==> src/rtl/can_fc_pkg.sv <==
package can_fc_pkg;

  typedef enum logic [1:0] {
    FC_ACTIVE  = 2'b00,
    FC_WARN    = 2'b01,
    FC_PASSIVE = 2'b10,
    FC_BUSOFF  = 2'b11
  } fc_state_e;

  // Map a transmit count onto the confinement state.
  function automatic fc_state_e fc_classify(input int unsigned cnt,
                                            input int unsigned warn_lim,
                                            input int unsigned pass_lim,
                                            input int unsigned off_lim);
    if (cnt >= off_lim)       return FC_BUSOFF;
    else if (cnt >= pass_lim) return FC_PASSIVE;
    else if (cnt >= warn_lim) return FC_WARN;
    else                      return FC_ACTIVE;
  endfunction

endpackage

==> src/rtl/can_fc_tec.sv <==
module can_fc_tec #(
  parameter int TEC_W = 9,
  parameter int STEP  = 8
) (
  input  logic             clk,
  input  logic             rst_n,
  input  logic             hold_i,
  input  logic             clear_i,
  input  logic             tx_err_i,
  input  logic             flag_err_i,
  output logic [TEC_W-1:0] tec_o
);
  localparam logic [TEC_W:0] STEPV = (TEC_W+1)'(STEP);
  localparam logic [TEC_W:0] MAXV  = {1'b0, {TEC_W{1'b1}}};

  logic [TEC_W-1:0] tec_q, tec_nxt;
  logic [TEC_W:0]   add, sum;

  always_comb begin
    add = '0;
    if (tx_err_i)   add = add + STEPV;
    if (flag_err_i) add = add + STEPV;
    sum = {1'b0, tec_q} + add;
    tec_nxt = (sum > MAXV) ? MAXV[TEC_W-1:0] : sum[TEC_W-1:0];
  end

  always_ff @(posedge clk or negedge rst_n) begin
    if (!rst_n)       tec_q <= '0;
    else if (clear_i) tec_q <= '0;
    else if (!hold_i) tec_q <= tec_nxt;
  end

  assign tec_o = tec_q;
endmodule

==> src/rtl/can_fc_rec.sv <==
module can_fc_rec #(
  parameter int REC_W = 8
) (
  input  logic             clk,
  input  logic             rst_n,
  input  logic             hold_i,
  input  logic             clear_i,
  input  logic             inc_i,
  input  logic             dec_i,
  output logic [REC_W-1:0] rec_o
);
  localparam logic [REC_W-1:0] TOP = {REC_W{1'b1}};

  logic [REC_W-1:0] rec_q, rec_nxt;

  always_comb begin
    rec_nxt = rec_q;
    unique case ({inc_i, dec_i})
      2'b10:   if (rec_q != TOP) rec_nxt = rec_q + 1'b1;
      2'b01:   if (rec_q != '0)  rec_nxt = rec_q - 1'b1;
      default: rec_nxt = rec_q;
    endcase
  end

  always_ff @(posedge clk or negedge rst_n) begin
    if (!rst_n)       rec_q <= '0;
    else if (clear_i) rec_q <= '0;
    else if (!hold_i) rec_q <= rec_nxt;
  end

  assign rec_o = rec_q;
endmodule

==> src/rtl/can_fc_recov.sv <==
module can_fc_recov #(
  parameter int RUN_LEN   = 11,
  parameter int RUN_COUNT = 128
) (
  input  logic clk,
  input  logic rst_n,
  input  logic enable_i,
  input  logic bit_valid_i,
  input  logic bit_level_i,
  output logic done_o
);
  localparam int RUN_W = (RUN_LEN   > 1) ? $clog2(RUN_LEN)   : 1;
  localparam int OCC_W = (RUN_COUNT > 1) ? $clog2(RUN_COUNT) : 1;
  localparam logic [RUN_W-1:0] RUN_LAST = RUN_W'(RUN_LEN - 1);
  localparam logic [OCC_W-1:0] OCC_LAST = OCC_W'(RUN_COUNT - 1);

  logic [RUN_W-1:0] run_q;
  logic [OCC_W-1:0] occ_q;
  logic             run_end;

  assign run_end = enable_i && bit_valid_i && bit_level_i && (run_q == RUN_LAST);
  assign done_o  = run_end && (occ_q == OCC_LAST);

  always_ff @(posedge clk or negedge rst_n) begin
    if (!rst_n) begin
      run_q <= '0;
      occ_q <= '0;
    end else if (!enable_i || done_o) begin
      run_q <= '0;
      occ_q <= '0;
    end else if (bit_valid_i) begin
      if (!bit_level_i) begin
        run_q <= '0;
      end else if (run_end) begin
        run_q <= '0;
        occ_q <= occ_q + 1'b1;
      end else begin
        run_q <= run_q + 1'b1;
      end
    end
  end
endmodule

==> src/rtl/can_fc_state.sv <==
module can_fc_state
  import can_fc_pkg::*;
#(
  parameter int TEC_W    = 9,
  parameter int WARN_LIM = 96,
  parameter int PASS_LIM = 128,
  parameter int OFF_LIM  = 256
) (
  input  logic             clk,
  input  logic             rst_n,
  input  logic [TEC_W-1:0] tec_i,
  output fc_state_e        state_o
);
  fc_state_e state_q;

  always_ff @(posedge clk or negedge rst_n) begin
    if (!rst_n) state_q <= FC_ACTIVE;
    else        state_q <= fc_classify({{(32-TEC_W){1'b0}}, tec_i},
                                       WARN_LIM, PASS_LIM, OFF_LIM);
  end

  assign state_o = state_q;
endmodule

==> src/rtl/can_fault_conf.sv <==
module can_fault_conf
  import can_fc_pkg::*;
#(
  parameter int TEC_W     = 9,
  parameter int REC_W     = 8,
  parameter int STEP      = 8,
  parameter int WARN_LIM  = 96,
  parameter int PASS_LIM  = 128,
  parameter int OFF_LIM   = 256,
  parameter int RUN_LEN   = 11,
  parameter int RUN_COUNT = 128
) (
  input  logic             clk,
  input  logic             rst_n,
  input  logic             tx_err_i,
  input  logic             flag_bit_err_i,
  input  logic             rx_inc_i,
  input  logic             rx_dec_i,
  input  logic             bit_valid_i,
  input  logic             bit_level_i,
  output logic [TEC_W-1:0] tec_o,
  output logic [REC_W-1:0] rec_o,
  output logic [1:0]       state_o,
  output logic             warn_o,
  output logic             passive_o,
  output logic             busoff_o,
  output logic             tx_en_o
);
  fc_state_e st;
  logic      off, recov_done;

  assign off = (st == FC_BUSOFF);

  can_fc_tec #(.TEC_W(TEC_W), .STEP(STEP)) u_tec (
    .clk(clk), .rst_n(rst_n), .hold_i(off), .clear_i(recov_done),
    .tx_err_i(tx_err_i), .flag_err_i(flag_bit_err_i), .tec_o(tec_o)
  );

  can_fc_rec #(.REC_W(REC_W)) u_rec (
    .clk(clk), .rst_n(rst_n), .hold_i(off), .clear_i(recov_done),
    .inc_i(rx_inc_i), .dec_i(rx_dec_i), .rec_o(rec_o)
  );

  can_fc_recov #(.RUN_LEN(RUN_LEN), .RUN_COUNT(RUN_COUNT)) u_recov (
    .clk(clk), .rst_n(rst_n), .enable_i(off),
    .bit_valid_i(bit_valid_i), .bit_level_i(bit_level_i), .done_o(recov_done)
  );

  can_fc_state #(.TEC_W(TEC_W), .WARN_LIM(WARN_LIM), .PASS_LIM(PASS_LIM),
                 .OFF_LIM(OFF_LIM)) u_state (
    .clk(clk), .rst_n(rst_n), .tec_i(tec_o), .state_o(st)
  );

  assign state_o   = st;
  assign warn_o    = (st == FC_WARN);
  assign passive_o = (st == FC_PASSIVE);
  assign busoff_o  = off;
  assign tx_en_o   = !off;
endmodule

==> config.mk <==
export PLATFORM = sky130hd
export DESIGN_NAME = can_fault_conf
export DESIGN_NICKNAME = d
export VERILOG_FILES = /design/src/rtl/can_fc_pkg.sv /design/src/rtl/can_fc_tec.sv /design/src/rtl/can_fc_rec.sv /design/src/rtl/can_fc_recov.sv /design/src/rtl/can_fc_state.sv /design/src/rtl/can_fault_conf.sv
export SDC_FILE = /design/constraint.sdc
export NUM_CORES = 1
export LEC_CHECK = 0
export BUFFER_PORTS_ARGS = -buffer_cell sky130_fd_sc_hd__buf_2
export CORE_UTILIZATION = 45
export DETAILED_ROUTE_END_ITERATION = 8
export HOLD_SLACK_MARGIN = 0.1
export PLACE_DENSITY_LB_ADDON = 0.25
export REMOVE_ABC_BUFFERS = 1
export SLEW_MARGIN = 25
export SYNTH_ARGS = -nofsm -noshare
export SYNTH_HDL_FRONTEND = slang
export SYNTH_SLANG_ARGS = --single-unit
==> constraint.sdc <==
create_clock -name clk -period 5.7 [get_ports clk]
set_input_delay 1.71 -clock clk [delete_from_list [all_inputs] [get_ports clk]]
set_output_delay 1.71 -clock clk [all_outputs]
set_load 0.05 [all_outputs]
# [Yosys cells after proc, flatten, opt, wreduce, memory -nomap -nowiden]
# Index checks and enable logic that the tools add are counted.
[word_totals] reg_bits=30 out_inout_bits=23 elab_cells=60
[classes] n_addsub=6 order_cmp=4 n_eq_ne=11 muxes=21 n_reduce_logical=13
[op_table] op="$mux W8" n=4
[op_table] op="$mux W7" n=4
[op_table] op="$mux W9" n=3
[op_table] op="$mux W4" n=5
[op_table] op="$pmux W8 S2" n=1
[op_table] op="$add A9 B10 Y10" n=1
[op_table] op="$gt A10 B9 Y1 const B" n=1
[op_table] op="$mux W10" n=1
[op_table] op="$ge A9 B7 Y1 const B" n=1
[op_table] op="$ge A9 B8 Y1 const B" n=1
[op_table] op="$ge A9 B9 Y1 const B" n=1
[op_table] op="$add A8 B1 Y8 const B" n=1
[op_table] op="$ne A8 B8 Y1 const B" n=1
[op_table] op="$reduce_bool A8 Y1" n=1
[op_table] op="$sub A8 B1 Y8 const B" n=1
[op_table] op="$add A7 B1 Y7 const B" n=1
[op_table] op="$eq A7 B7 Y1 const B" n=1
[op_table] op="$eq A2 B2 Y1 const B" n=3
[op_table] op="$ne A3 B1 Y1 const B" n=2
[op_table] op="$reduce_bool A2 Y1" n=3
[op_table] op="$add A4 B4 Y5 const B" n=1
[op_table] op="$add A4 B1 Y4 const B" n=1
[op_table] op="$eq A2 B1 Y1 const B" n=2
[op_table] op="$eq A4 B4 Y1 const B" n=1
[op_table] op="other kinds (9)" n=13

# [Longest topological paths before layout]
[depth] depth_word=8 mapped_depth=8

# [Hierarchy]
# From an unflattened synthesis, not the netlist that was laid out.
[hier_totals] cells_unflattened=203 area_unflattened_um2=1929.4
[modules_own_cells] module="can_fc_recov" n_inst=1 cells_each=72 area_each_um2=698.2
[modules_own_cells] module="can_fc_rec" n_inst=1 cells_each=79 area_each_um2=693.2
[modules_own_cells] module="can_fc_tec" n_inst=1 cells_each=43 area_each_um2=442.9
[modules_own_cells] module="can_fc_state" n_inst=1 cells_each=5 area_each_um2=68.8
[modules_own_cells] module="can_fault_conf" n_inst=1 cells_each=4 area_each_um2=26.3

# [Worst setup path before layout]
# OpenSTA, ideal clock, no wires.
[synth_path] path_type="input to register" startpoint="input rx_inc_i" endpoint="register u_rec.rec_q[7], in the netlist u_rec.rec_o[7]" setup_time_ns=0.070 arrival_ns=3.461 setup_slack_ns=2.169 stages=8 path_buffers=0 path_cell_list="inv_1 > ha_1 > ha_1 > a211oi_2 > o311ai_2 > and4_4 > or4_1 > nand3_1"
[synth_via] elab_chain_cells=4 elab_cells_between_ends=9
[synth_rtl] item="start, declared" line_no="can_fault_conf.sv:17" source="input logic rx_inc_i,"
[synth_rtl] item="$eq A2 B1 Y1 or $eq A2 B2 Y1 (tied branches)" line_no="can_fc_rec.sv:18" source="unique case ({inc_i, dec_i})"
[synth_rtl] item="$pmux W8 S2" line_no="can_fc_rec.sv:18"
[synth_rtl] item="$mux W8" line_no="can_fc_rec.sv:28" source="else if (!hold_i) rec_q <= rec_nxt;"
[synth_rtl] item="$mux W8" line_no="can_fc_rec.sv:27" source="else if (clear_i) rec_q <= '0;"
[synth_rtl] item="end signal, assigned" line_no="can_fc_rec.sv:28"
[synth_rtl] item="end, declared" line_no="can_fc_rec.sv:14" source="logic [REC_W-1:0] rec_q, rec_nxt;"
# Several ways; a longest one is shown, not always the timed one. The select of a mux whose other input is x is not followed.
# A chain may end at the register's enable or synchronous reset.

# [Worst setup path in the final report]
# Same ends and word-level chain as after synthesis.

==> results.cfg <==
[synthesis]
synthFlopType = dfrtp_1
synth_edf_count = 0
ys_seq_area_share_pct = 39.63
ys_types = 43
synthesis.instances = 191
yosysWarnings = 0
syn_avg_cell_area_um2 = 9.256
synthArstFlopShare_pct = 100.0
syn_area_um2 = 1768
ys_ff_latch = 28

[placement]
gp_congestion = 0.7982
hpwl_mm = 2.431
port_buffers = 30
place_inst = 263

[power_and_ir_drop]
vdd_drop_max_v = 0.0002725
p_per_area_nw_per_um2 = 594.0
p_leak_uw = 0.0009575
fin_total_pwr_uw = 1179

[cts]
cts.sinks = 28
htreeDepth = 1
hold_buffers = 0
numCtsBuffers = 3
ctsResizeCount = 0
clkLatencyLatePin_ns = 0.27
cts_tree = yes
cts_setup_buffers = 0
clockBufferDepth = 2
clock-root-buffer = clkbuf_8
clk_pin_slew_ns = 0.10

[grt]
grt_util_all_layers_pct = 17.90
grt_pass1_vias = 1301
antenna_found_initial = 0
grt_pass1_wl_mm = 5.906
grt_max_degree = 29
grt_overflow = 0

[routing]
route.detailed.drc = 0
routed_via_density = 5.398
finalWirelength_mm = 3.412
drt_first_pass_iters = 4
drt_iter0_drc = 87
ant_nets = 0
via_count = 1436
routedWlPerCell_um = 12.83

[critical_path]
cp_data_required_time_ns = 5.91
cp-end-kind = flop
crit_path_start_kind = input port
crit_slowest_cell = or4_1
critical_path.max_fanout = 11
cp_common_cell = ha_1
arrival_ns = 3.71
worstPathCellList = buf_2 -> inv_1 -> ha_1 -> ha_1 -> a211oi_2 -> o311ai_2 -> and4_4 -> or4_1 -> nand3_1
max_stage_delay_ns = 0.45
critPathKind = in -> reg

[floorplanning]
fp.dieArea_um2 = 4184
fp.coreArea_um2 = 3716
die_h_um = 64.68
io_pins = 31
num_rows = 22
initial_core_util_pct = 47.58
die_w_um = 64.68

[cells_and_area]
stdcell_count = 266
syn_to_final_growth_pct = 12.24
nets = 244
drive_gt1_share_pct = 18.81
diodes = 0

[sta]
tns_ns = 0
clock.fmax_mhz = 286.0
slew_headroom_pct = 57.54
rsz0062_at_grt = no
fin_crit_ns = 3.497
period_share_pct = 61.35
clock_skew_ns = 0.005871
slew_violations = 0
setup_viol = 0
tightest_slew_ns = 0.6369
hold_viol = 0

[job]
cap_violations = 0

[status]
outcome = finished, final reports clean

[min_path]
hold_class = reg -> reg
flip-flops by register name, summed over array words and instances, names as in the netlist:
signal,flops
u_recov.run_q,4
u_tec.tec_o,7
u_recov.occ_q,7
u_rec.rec_o,8
u_state.state_o,2
layout make-up:
| cell class | instances | area [µm²] |
|---|---|---|
| Fill cell | 361 | 1732 |
| Timing Repair Buffer | 30 | 150.1 |
| Multi-Input combinational cell | 148 | 998.5 |
| Clock buffer | 3 | 41.29 |
| Sequential cell | 28 | 700.7 |
| Inverter | 9 | 33.78 |
| Tap cell | 48 | 60.06 |
worst max-delay path, delay by kind of cell:
family,cells,cell delay (ns)
AO/OA/AOI/OAI,2,0.35
adder cells (fa/ha/maj),2,0.73
buffers and inverters,2,0.15
AND/OR/NAND/NOR,3,0.76
through the flow:
step	hold slack (ns)	utilization [%]	instance area [µm²]	setup WS (ns)
after floorplan	0.4713	-	1733	2.155
after global placement	0.4858	52.29	1943	1.919
after detailed placement	0.4836	52.29	1943	1.903
after CTS	0.4979	53.40	1984	2.209
after global routing	0.5402	53.40	1984	2.014
final	0.4900	53.40	1984	2.203
power by group:
part	total, µW	internal (µW)	leakage (µW)	switching, µW
Combinational	709	197	0.000586	513
Clock	107	47.4	0.0000216	60.0
Sequential	362	268	0.000350	93.7
Total	1180	512	0.000957	666
synth_stat cells, types with 3 or more instances:
library cell  number  share of area, %
nand3_1            6               1.7
a21oi_1           13               3.7
nand2_1           26               5.5
and4b_1            3               1.7
nand4_1            4               1.4
buf_4              3               1.3
ha_1              14               9.9
nor3_1             5               1.4
inv_1              9               1.9
xor2_1             8               4.0
and3_1             3               1.1
nor2b_1            3               1.1
nand3b_1           3               1.3
nor2_1            18               3.8
dfrtp_1           28                40
o21ai_0           12               3.4
mux2i_1            3               1.7
final timing paths:
path / startpoint / end / slack (ns) / cells after the start
setup / recovery: rx_inc_i / u_rec.rec_o[7] / 2.20 / 9
hold reg to reg: u_tec.tec_o[7] / u_state.state_o[0] / 0.49 / 1
hold / removal: u_tec.tec_o[7] / u_state.state_o[0] / 0.49 / 1
max in group asynchronous: rst_n / u_recov.occ_q[4] / 3.83 / 1
setup reg to reg: u_state.state_o[1] / u_rec.rec_o[0] / 3.38 / 6
min in group asynchronous: rst_n / u_tec.tec_o[4] / 1.45 / 1
placed cells by master, fill, tap and decap left out, types with 2 or more instances in the layout:
cell type	count
fa_1	2
buf_2	30
a21oi_1	13
nand4_1	4
nor2_1	18
nand3b_1	3
clkbuf_8	3
nor3_1	5
and3_1	3
nand2_1	26
mux2i_1	3
o211ai_1	2
and4b_1	3
o21ai_0	12
inv_1	9
xnor2_1	2
dfrtp_1	28
ha_1	14
nand3_1	6
xor2_1	8
nor2b_1	3
kinds of logic (layout without fill, tap and decap cells):
family	count (synthesis)	after routing	synth area share (%)
and+or+nand+nor	79	79	22.86
AOI/OAI and AO/OA	40	40	14.79
DFF	28	28	39.63
adders and majority gates	16	16	12.17
buffers and inverters	15	42	3.892
xor gates and xnor gates	10	10	4.954
muxes	3	3	1.699
layer usage:
layer	share of wire, %	GRT usage, %	wire [µm]	vias up
met5	0	0	0	-
met4	0.79	5.833	27	0
met3	4.8	2.113	163	2
met2	45	28.29	1524	42
met1	50	25.36	1696	661
li1	-	-	-	731
(Power assumes the default switching activity.)
